`src/rtl/lqg_pkg.sv`:
```
package lqg_pkg;

  // Per-slot status bits of the load queue.
  typedef struct packed {
    logic valid;  // slot holds a live load
    logic done;   // data has returned
    logic wc;     // write-combining: exempt from ordering
  } lqg_flags_t;

  // True when a slot takes part in load-to-load ordering.
  function automatic logic lqg_ordered(input lqg_flags_t f);
    return f.valid && !f.wc;
  endfunction

endpackage

```
`src/rtl/lqg_ptrs.sv`:
```
module lqg_ptrs #(
  parameter int DEPTH = 8,
  localparam int IDX_W = $clog2(DEPTH),
  localparam int PTR_W = IDX_W + 1
) (
  input  logic             clk,
  input  logic             rst,
  input  logic             adv_tail,
  input  logic             adv_head,
  input  logic             roll_tail,
  input  logic [IDX_W-1:0] roll_off,
  output logic [PTR_W-1:0] head_ptr,
  output logic [PTR_W-1:0] tail_ptr
);

  // The extra top bit tells full from empty when the indices are equal.
  always_ff @(posedge clk) begin
    if (rst) begin
      head_ptr <= '0;
      tail_ptr <= '0;
    end else begin
      if (adv_head) head_ptr <= head_ptr + PTR_W'(1);
      if (roll_tail)     tail_ptr <= head_ptr + PTR_W'(roll_off);
      else if (adv_tail) tail_ptr <= tail_ptr + PTR_W'(1);
    end
  end

endmodule

```
`src/rtl/lqg_entries.sv`:
```
module lqg_entries
  import lqg_pkg::*;
#(
  parameter int DEPTH  = 8,
  parameter int LINE_W = 26,
  localparam int IDX_W = $clog2(DEPTH)
) (
  input  logic                          clk,
  input  logic                          rst,
  input  logic                          wr_en,
  input  logic [IDX_W-1:0]              wr_idx,
  input  logic [LINE_W-1:0]             wr_line,
  input  logic                          wr_wc,
  input  logic                          done_en,
  input  logic [IDX_W-1:0]              done_idx,
  input  logic                          free_en,
  input  logic [IDX_W-1:0]              free_idx,
  input  logic [DEPTH-1:0]              kill_mask,
  output lqg_flags_t [DEPTH-1:0]        flags,
  output logic [DEPTH-1:0][LINE_W-1:0]  lines
);

  for (genvar g = 0; g < DEPTH; g++) begin : g_slot
    logic              v_q, d_q, w_q;
    logic [LINE_W-1:0] line_q;

    always_ff @(posedge clk) begin
      if (rst) begin
        v_q <= 1'b0;
        d_q <= 1'b0;
        w_q <= 1'b0;
      end else if (kill_mask[g]) begin
        v_q <= 1'b0;
        d_q <= 1'b0;
      end else if (wr_en && wr_idx == IDX_W'(g)) begin
        v_q <= 1'b1;
        d_q <= 1'b0;
        w_q <= wr_wc;
      end else begin
        if (done_en && done_idx == IDX_W'(g)) d_q <= 1'b1;
        if (free_en && free_idx == IDX_W'(g)) v_q <= 1'b0;
      end
    end

    // The line store has no reset and a single write port.
    always_ff @(posedge clk) begin
      if (wr_en && wr_idx == IDX_W'(g)) line_q <= wr_line;
    end

    assign flags[g] = '{valid: v_q, done: d_q, wc: w_q};
    assign lines[g] = line_q;
  end

endmodule

```
`src/rtl/lqg_violation.sv`:
```
module lqg_violation
  import lqg_pkg::*;
#(
  parameter int DEPTH  = 8,
  parameter int LINE_W = 26,
  localparam int IDX_W = $clog2(DEPTH)
) (
  input  lqg_flags_t [DEPTH-1:0]        flags,
  input  logic [DEPTH-1:0][LINE_W-1:0]  lines,
  input  logic [IDX_W-1:0]              head_idx,
  input  logic                          evt_valid,
  input  logic [LINE_W-1:0]             evt_line,
  output logic                          found,
  output logic [IDX_W-1:0]              viol_idx,
  output logic [IDX_W-1:0]              viol_off
);

  logic             pend_seen;
  logic [IDX_W-1:0] id;

  // Walk the slots from oldest to youngest. The first completed ordered
  // match seen after an incomplete ordered slot is the one to report.
  always_comb begin
    found     = 1'b0;
    viol_idx  = '0;
    viol_off  = '0;
    pend_seen = 1'b0;
    id        = '0;
    for (int k = 0; k < DEPTH; k++) begin
      id = head_idx + IDX_W'(k);
      if (lqg_ordered(flags[id])) begin
        if (!found && evt_valid && pend_seen && flags[id].done &&
            lines[id] == evt_line) begin
          found    = 1'b1;
          viol_idx = id;
          viol_off = IDX_W'(k);
        end
        if (!flags[id].done) pend_seen = 1'b1;
      end
    end
  end

endmodule

```
`src/rtl/lq_order_guard.sv`:
```
module lq_order_guard
  import lqg_pkg::*;
#(
  parameter int DEPTH  = 8,
  parameter int LINE_W = 26,
  localparam int IDX_W = $clog2(DEPTH),
  localparam int PTR_W = IDX_W + 1
) (
  input  logic              clk,
  input  logic              rst,
  input  logic              alloc_valid,
  input  logic [LINE_W-1:0] alloc_line,
  input  logic              alloc_wc,
  input  logic              done_valid,
  input  logic [IDX_W-1:0]  done_idx,
  input  logic              retire_valid,
  input  logic              snp_inv,
  input  logic              snp_evict,
  input  logic [LINE_W-1:0] snp_line,
  output logic              flush_valid,
  output logic [IDX_W-1:0]  flush_idx,
  output logic [IDX_W-1:0]  head_idx,
  output logic [IDX_W-1:0]  tail_idx,
  output logic [PTR_W-1:0]  q_count,
  output logic              q_full,
  output logic              q_empty
);

  logic [PTR_W-1:0]               head_ptr, tail_ptr, count;
  logic [IDX_W-1:0]               head_i, tail_i;
  lqg_flags_t [DEPTH-1:0]         flags;
  logic [DEPTH-1:0][LINE_W-1:0]   lines;
  logic                           found;
  logic [IDX_W-1:0]               viol_idx, viol_off, rel;
  logic [DEPTH-1:0]               kill_mask;
  logic                           do_alloc, do_retire, do_done, full, empty;
  logic                           flush_q;
  logic [IDX_W-1:0]               flush_idx_q;

  assign head_i = head_ptr[IDX_W-1:0];
  assign tail_i = tail_ptr[IDX_W-1:0];
  assign count  = tail_ptr - head_ptr;
  assign full   = (count == PTR_W'(DEPTH));
  assign empty  = (count == '0);

  assign do_alloc  = alloc_valid && !full && !found;
  assign do_retire = retire_valid && !empty && flags[head_i].done;
  assign do_done   = done_valid && flags[done_idx].valid;

  // Drop the reported slot and every slot younger than it.
  always_comb begin
    rel = '0;
    for (int g = 0; g < DEPTH; g++) begin
      rel          = IDX_W'(g) - head_i;
      kill_mask[g] = found && (rel >= viol_off);
    end
  end

  lqg_ptrs #(.DEPTH(DEPTH)) u_ptrs (
    .clk      (clk),
    .rst      (rst),
    .adv_tail (do_alloc),
    .adv_head (do_retire),
    .roll_tail(found),
    .roll_off (viol_off),
    .head_ptr (head_ptr),
    .tail_ptr (tail_ptr)
  );

  lqg_entries #(.DEPTH(DEPTH), .LINE_W(LINE_W)) u_entries (
    .clk      (clk),
    .rst      (rst),
    .wr_en    (do_alloc),
    .wr_idx   (tail_i),
    .wr_line  (alloc_line),
    .wr_wc    (alloc_wc),
    .done_en  (do_done),
    .done_idx (done_idx),
    .free_en  (do_retire),
    .free_idx (head_i),
    .kill_mask(kill_mask),
    .flags    (flags),
    .lines    (lines)
  );

  lqg_violation #(.DEPTH(DEPTH), .LINE_W(LINE_W)) u_viol (
    .flags    (flags),
    .lines    (lines),
    .head_idx (head_i),
    .evt_valid(snp_inv || snp_evict),
    .evt_line (snp_line),
    .found    (found),
    .viol_idx (viol_idx),
    .viol_off (viol_off)
  );

  always_ff @(posedge clk) begin
    if (rst) begin
      flush_q     <= 1'b0;
      flush_idx_q <= '0;
    end else begin
      flush_q     <= found;
      flush_idx_q <= viol_idx;
    end
  end

  assign flush_valid = flush_q;
  assign flush_idx   = flush_idx_q;
  assign head_idx    = head_i;
  assign tail_idx    = tail_i;
  assign q_count     = count;
  assign q_full      = full;
  assign q_empty     = empty;

endmodule

```
`config.mk`:
```
export PLATFORM = sky130hd
export DESIGN_NAME = lq_order_guard
export DESIGN_NICKNAME = d
export VERILOG_FILES = /design/src/rtl/lqg_pkg.sv /design/src/rtl/lqg_ptrs.sv /design/src/rtl/lqg_entries.sv /design/src/rtl/lqg_violation.sv /design/src/rtl/lq_order_guard.sv
export SDC_FILE = /design/constraint.sdc
export NUM_CORES = 1
export LEC_CHECK = 0
export BUFFER_PORTS_ARGS = -buffer_cell sky130_fd_sc_hd__buf_2
export CORE_ASPECT_RATIO = 0.5
export CORE_MARGIN = 2
export CORE_UTILIZATION = 47
export CTS_BUF_LIST = sky130_fd_sc_hd__clkbuf_8
export CTS_CLUSTER_SIZE = 14
export DETAILED_ROUTE_END_ITERATION = 10
export GPL_TIMING_DRIVEN = 0
export REMOVE_ABC_BUFFERS = 1
export SLEW_MARGIN = 20
export SYNTH_ARGS = -nofsm -noshare
export SYNTH_HDL_FRONTEND = slang
export SYNTH_SLANG_ARGS = --single-unit
```
`constraint.sdc`:
```
create_clock -name clk -period 8.8 [get_ports clk]
set_clock_uncertainty 0.2 [all_clocks]
set_input_delay 1.76 -clock clk [delete_from_list [all_inputs] [get_ports clk]]
set_output_delay 1.76 -clock clk [all_outputs]
set_load 0.005 [all_outputs]
```
After elaboration in Yosys (flattened, before gate mapping)
Index checks and enable logic that the tools add are counted.
{"block": "classes", "add_sub_neg": 19, "order_cmp": 17, "n_eq_ne": 29, "mux": 106, "bitwise": 8, "reduce_logical": 127}
{"cell": "binary-select mux 26 bit (select 3 bit)", "n": 7}
{"cell": "== test 26 bit", "n": 7}
{"cell": "two-way mux 26 bit", "n": 7}
{"cell": "two-way mux 3 bit", "n": 36}
{"cell": "binary-select mux 3 bit (select 3 bit)", "n": 9}
{"cell": "logical AND 1 bit", "n": 72}
{"cell": "two-way mux 1 bit", "n": 45}
{"cell": "== test 3 bit, second input constant", "n": 12}
{"cell": "less-than comparator 3 x 4 -> 1 bit, second input constant", "n": 9}
{"cell": "greater-or-equal comparator 3 bit", "n": 8}
{"cell": "OR reduction 3 bit", "n": 8}
{"cell": "== test 3 x 2 -> 1 bit, second input constant", "n": 6}
{"cell": "nonzero test 2 bit", "n": 9}
{"cell": "zero test 1 bit", "n": 17}
{"cell": "AND reduction 2 bit", "n": 8}
{"cell": "OR reduction 2 bit", "n": 8}
{"cell": "adder 3 bit, second input constant", "n": 4}
{"cell": "subtractor 3 bit, first input constant", "n": 4}
{"cell": "== test 3 x 1 -> 1 bit, second input constant", "n": 3}
{"cell": "zero test 3 bit", "n": 3}
{"cell": "adder 4 x 1 -> 4 bit, second input constant", "n": 2}
{"cell": "two-way mux 4 bit", "n": 2}
{"cell": "inverter 1 bit", "n": 8}
{"cell": "adder 3 x 2 -> 3 bit, second input constant", "n": 2}
{"cell": "8 further kinds", "n": 10}
{"block": "word_totals", "register_bits": 244, "inputBits": 63, "wordCells": 342}

Depth between registers and ports, before layout
{"block": "logic_depth", "ltp_word": 56, "mapped_depth": 30, "ltp_nobuf": 19}

By module
Synthesis repeated with hierarchy kept, for this count alone.
{"block": "hier_totals", "hier_cells": 1642, "area_unflattened_um2": 20397.1}
{"module": "lqg_violation", "n_inst": 1, "cells_each": 1162, "area_per_inst_um2": 11642.4}
{"module": "lqg_entries", "n_inst": 1, "cells_each": 338, "area_per_inst_um2": 7480.9}
{"module": "lq_order_guard", "n_inst": 1, "cells_each": 92, "area_per_inst_um2": 794.5}
{"module": "lqg_ptrs", "n_inst": 1, "cells_each": 50, "area_per_inst_um2": 479.2}

Worst setup path after synthesis
OpenSTA, ideal clock, no wires.
{"block": "synth_timing", "kind": "register -> register", "from": "reg u_ptrs.head_ptr[0]", "to": "reg u_entries.g_slot[0].v_q", "setup_ps": 68, "arrival_ps": 6483, "t_required_ps": 8532, "path_slack_ps": 2049, "stages_incl_launch_ff": 22, "cell_sequence": "dfxtp_1 -> buf_6 -> inv_2 -> buf_6 -> buf_4 -> buf_2 -> buf_2 -> ha_1 -> ha_1 -> buf_4 -> clkbuf_1 -> mux4_2 -> mux2i_1 -> xor2_1 -> nand4_1 -> nor2_1 -> nand4_1 -> and4bb_1 -> nand2b_1 -> buf_6 -> nor3_1 -> o221a_2"}
{"block": "synth_between", "elab_chain_cells": 56, "word_cells_on_any_way": 154}
{"element": "start, declared", "line": "lqg_ptrs.sv:12", "source": "output logic [PTR_W-1:0] head_ptr,"}
{"element": "start signal, assigned", "line": "lqg_ptrs.sv:22", "source": "if (adv_head) head_ptr <= head_ptr + PTR_W'(1);"}
{"element": "parallel branches: the longest is 56 deep, another holds adder 3 x 1 -> 3 bit"}
{"element": "end signal, assigned", "line": "lqg_entries.sv:33", "source": "v_q <= 1'b0;"}
{"element": "end signal, assigned", "line": "lqg_entries.sv:36", "source": "v_q <= 1'b1;"}
{"element": "end signal, assigned", "line": "lqg_entries.sv:41", "source": "if (free_en && free_idx == IDX_W'(g)) v_q <= 1'b0;"}
{"element": "end, declared", "line": "lqg_entries.sv:24", "source": "logic v_q, d_q, w_q;"}
Several ways; the timed one is not identified. The select of a mux whose other input is x is not followed.
A chain may end at the register's enable or synchronous reset.

Final worst setup path
{"block": "layout_timing", "from": "reg u_ptrs.head_ptr[0]", "to": "reg u_ptrs.tail_ptr[3]"}
{"block": "layout_between", "elab_chain_cells": 55, "word_cells_on_any_way": 144}
{"element": "parallel branches: the longest is 55 deep, another holds adder 3 x 1 -> 3 bit"}
{"element": "end signal, assigned", "line": "lqg_ptrs.sv:23", "source": "if (roll_tail) tail_ptr <= head_ptr + PTR_W'(roll_off);"}
{"element": "end signal, assigned", "line": "lqg_ptrs.sv:24", "source": "else if (adv_tail) tail_ptr <= tail_ptr + PTR_W'(1);"}
{"element": "end, declared", "line": "lqg_ptrs.sv:13", "source": "output logic [PTR_W-1:0] tail_ptr"}
Several ways; the timed one is not identified. The select of a mux whose other input is x is not followed.

==> impl_results.md <==
* Total wire length at 79.95 mm
* Reg2reg end: u_ptrs.tail_ptr[3]
* Synth area leader: edfxtp_1
* # DRC at 0
* Final HPWL DP at 55.73 mm
* Hold_buf cts at 0
* Setup crit end kind: flip-flop
* Crit path required time at 9.08 ns
* Drt pass-1 iters at 5
* Worst Min Path Start: u_entries.g_slot[0].w_q
* Clock buffer count from CTS at 41
* CTS tree: done
* Total grt overflow at 0
* Die Y-Extent at 162.8 µm
* CP max stage cell: dfxtp_4
* CP max stage delay at 0.68 ns
* Top delay family on crit path: simple AND/OR/NAND/NOR gates
* Final cell utilization of the core at 50.67%
* Num rows at 58
* Post-route minimum period at 8.414 ns
* Share of the synthesized area in the top cell type at 26.35%
* Initial Util at 47.41%
* Placed Area at 24450 µm²
* VDD IR-drop max at 86.46 µV
* Tcrit/Tclk final at 95.62%
* CP max FO at 62
* Full die area at 52360 µm²
* Area fraction in compound gates after synthesis at 8.751%
* Post-CTS setup buffer count at 0
* GRT Overall Usage at 30.43%
* Port Buf Inserts at 78
* Synth Instances at 1857
* Synth warnings at 0
* Crit path cell chain: buf_16 -> inv_8 -> ha_4 -> ha_4 -> buf_16 -> buf_12 -> buf_16 -> mux4_2 -> mux2i_1 -> xor2_1 -> nand4_1 -> nor4_1 -> nand4_1 -> and4bb_1 -> nand2b_2 -> nor2_1 -> nor3_4 -> ha_1 -> a21oi_1 -> xnor2_1 -> mux2i_1 -> nor2_1
* Leakage power at 0.008431 µW
* Vias per std cell at 7.026
* Final hold violation count at 0
* Endpoints failing setup at 0
* Reg2reg start: u_ptrs.head_ptr[0]
* Routed via count at 17800
* Top-count cell post-synth: mux2i_1
* Final Wtd Congestion at 0.9466
* Hold endpoint: u_entries.g_slot[0].w_q
* Clock root cell: clkbuf_8
* Final instance area at 25340 µm²
* Share of cells above drive strength 1 at 27.97%
* Hold WC Path Type: reg2reg
* Clock Path Buffers at 3
* Library cells used by synthesis at 87
* H-tree levels at 2
* First-pass GRT wire length at 116.8 mm
* Cell Area, Synth at 23710 µm²
* Ys flop type: edfxtp_1
* CP Buf/Inv Count at 5
* I/O pin cnt at 79
* CP Class: reg2reg
* Reg clk slew, reported paths at 0.07 ns
* Largest net degree at the start of global routing at 63
* Initial antenna violation count at 2
* Final Power at 2945 µW
* Startpoint types: flip-flop
* Synth top area cells: edfxtp_1 26%, mux4_2 23%, mux2i_1 14%
* Hold depth at 2
* Net total in the final layout at 1943
* Mux contribution to synthesized area at 41.02%
* Number of global-route vias before repair at 16760
* Synth Area in Adders at 2.122%
* Worst-case reg-to-reg path depth at 22
* Clk sinks at 244
* Routed Antenna Nets at 0
* Most used cell, CP: buf_16
* Worst reg-to-reg setup slack at 0.39 ns
* Unrepaired setup endpoints after global routing: false
* Status: complete, no violations
* PD cells at 116.2 nW/µm²
* Largest family of logic cells by synthesized area: multiplexers
* Layout area overhead at 6.877%
* Setup TNS Final at 0 ns
* Rel. slew slack at 21.59%
* Core area at 50000 µm²
* Worst-Margin Slew at 1.176 ns
* Syn avg cell area at 12.77 µm²
* CP Data Arrival Time at 8.70 ns
* Fmax at 118.8 MHz
* Skew-Pair Late Insertion Delay at 0.63 ns
* Routed len/inst at 31.56 µm
* Post-synth top cells: 341 x mux2i_1, 246 x mux4_2, 208 x edfxtp_1, 98 x xor2_1, 71 x nand2_1
* Pins Over Slew Limit at 0
* Fraction of the mapped netlist area in simple logic gates at 7.136%
* EDFF count, synth at 208
* Xor/xnor share of the synthesized area at 5.801%
* Register area share after synthesis at 29.39%
* #FFs+latches synth at 244
* DIE WIDTH at 321.6 µm
* Synth async-reset ratio at 0%
* Max-cap check violation count at 0
* Initial drt markers at 2536
## kinds of logic after synthesis
family	Yosys count
xor gates and xnor gates	157
adders and majority gates	39
DFF	244
AOI/OAI and AO/OA	277
and+or+nand+nor	300
muxes	642
buffers and inverters	198
## how the worst max path moves through the flow
stage,start,endpoint,slack (ns),cells past startpoint
6_report,u_ptrs.head_ptr[0],u_ptrs.tail_ptr[3],0.39,22
5_1_grt,u_ptrs.head_ptr[0],u_ptrs.tail_ptr[3],0.06,22
4_1_cts,u_ptrs.head_ptr[0],u_ptrs.tail_ptr[3],0.06,22
3_5_place_dp,u_ptrs.head_ptr[2],u_ptrs.tail_ptr[3],-0.48,20
3_3_place_gp,u_ptrs.head_ptr[0],u_entries.g_slot[0].v_q,-23.05,11
2_1_floorplan,u_ptrs.head_ptr[1],u_entries.g_slot[0].v_q,-9.66,11
## per-layer routing
metal	vias to the layer above	wire length, µm	global-route usage [%]
li1	7532	-	-
met1	9083	33490	43.74
met2	1040	33780	43.61
met3	139	10510	10.83
met4	2	2154	7.625
met5	-	13	0
## sequential cells by signal, indices dropped and copies added (netlist names)
| name | flops |
|---|---|
| flush_valid | 1 |
| flush_idx | 3 |
| u_entries.g_slot.line_q | 208 |
| u_entries.g_slot.v_q | 8 |
| u_entries.g_slot.d_q | 8 |
| u_ptrs.head_ptr | 4 |
| u_entries.g_slot.w_q | 8 |
| u_ptrs.tail_ptr | 4 |
## cells in the final DEF (no fill, tap or decap), types with 10 or more instances in the layout
cell / n
a21o_1: 21
a21oi_1: 36
a221oi_1: 22
a22oi_1: 68
and2_1: 10
and3_1: 17
buf_12: 11
buf_16: 15
buf_2: 78
clkbuf_8: 44
clkinv_2: 12
dfxtp_1: 33
edfxtp_1: 208
ha_1: 33
inv_1: 21
mux2_2: 45
mux2i_1: 341
mux4_1: 10
mux4_2: 246
nand2_1: 71
nand2b_1: 10
nand3_1: 24
nand4_1: 24
nor2_1: 32
nor2b_1: 20
nor3_1: 10
nor4_1: 16
o21ai_0: 14
o22ai_1: 34
or3_1: 13
xnor2_1: 59
xor2_1: 98
## worst min-delay path: cells and delay by family, from the launching register on
kind	cells	cell delay, ns
DFF	1	0.31
and+or+nand+nor	1	0.06
muxes	1	0.05
## power by group
group          internal [µW]  switching (µW)  total, µW
clock                    587             528       1110
combinational            185             258        443
sequential              1310            74.2       1390
total                   2080             860       2950
## timing repair
item	CTS	global route
endpoints found under the setup margin	18	18
resized for setup	2	3
pin swaps	0	1
## through the flow
stage                     hold WS (ns)  worst slack (ns)  std cells
after floorplan                 0.2351            -9.664       1689
after global placement          0.2502            -23.05       2427
after detailed placement        0.2561           -0.4847       2458
after CTS                       0.2676           0.06083       2530
after global routing            0.2951           0.06136       2533
final                           0.2695            0.3855       2533
## final cells by class
class / instances / area [µm²]
clock buffers: 44 / 605.6
clock inverters: 28 / 249.0
diodes: 3 / 7.507
inverters: 30 / 123.9
repair buffers: 109 / 1069
multi-input cells: 1415 / 15480
fillers: 4285 / 24660
flip-flops and latches: 244 / 6978
well taps: 660 / 825.8
(Power assumes the default switching activity.)
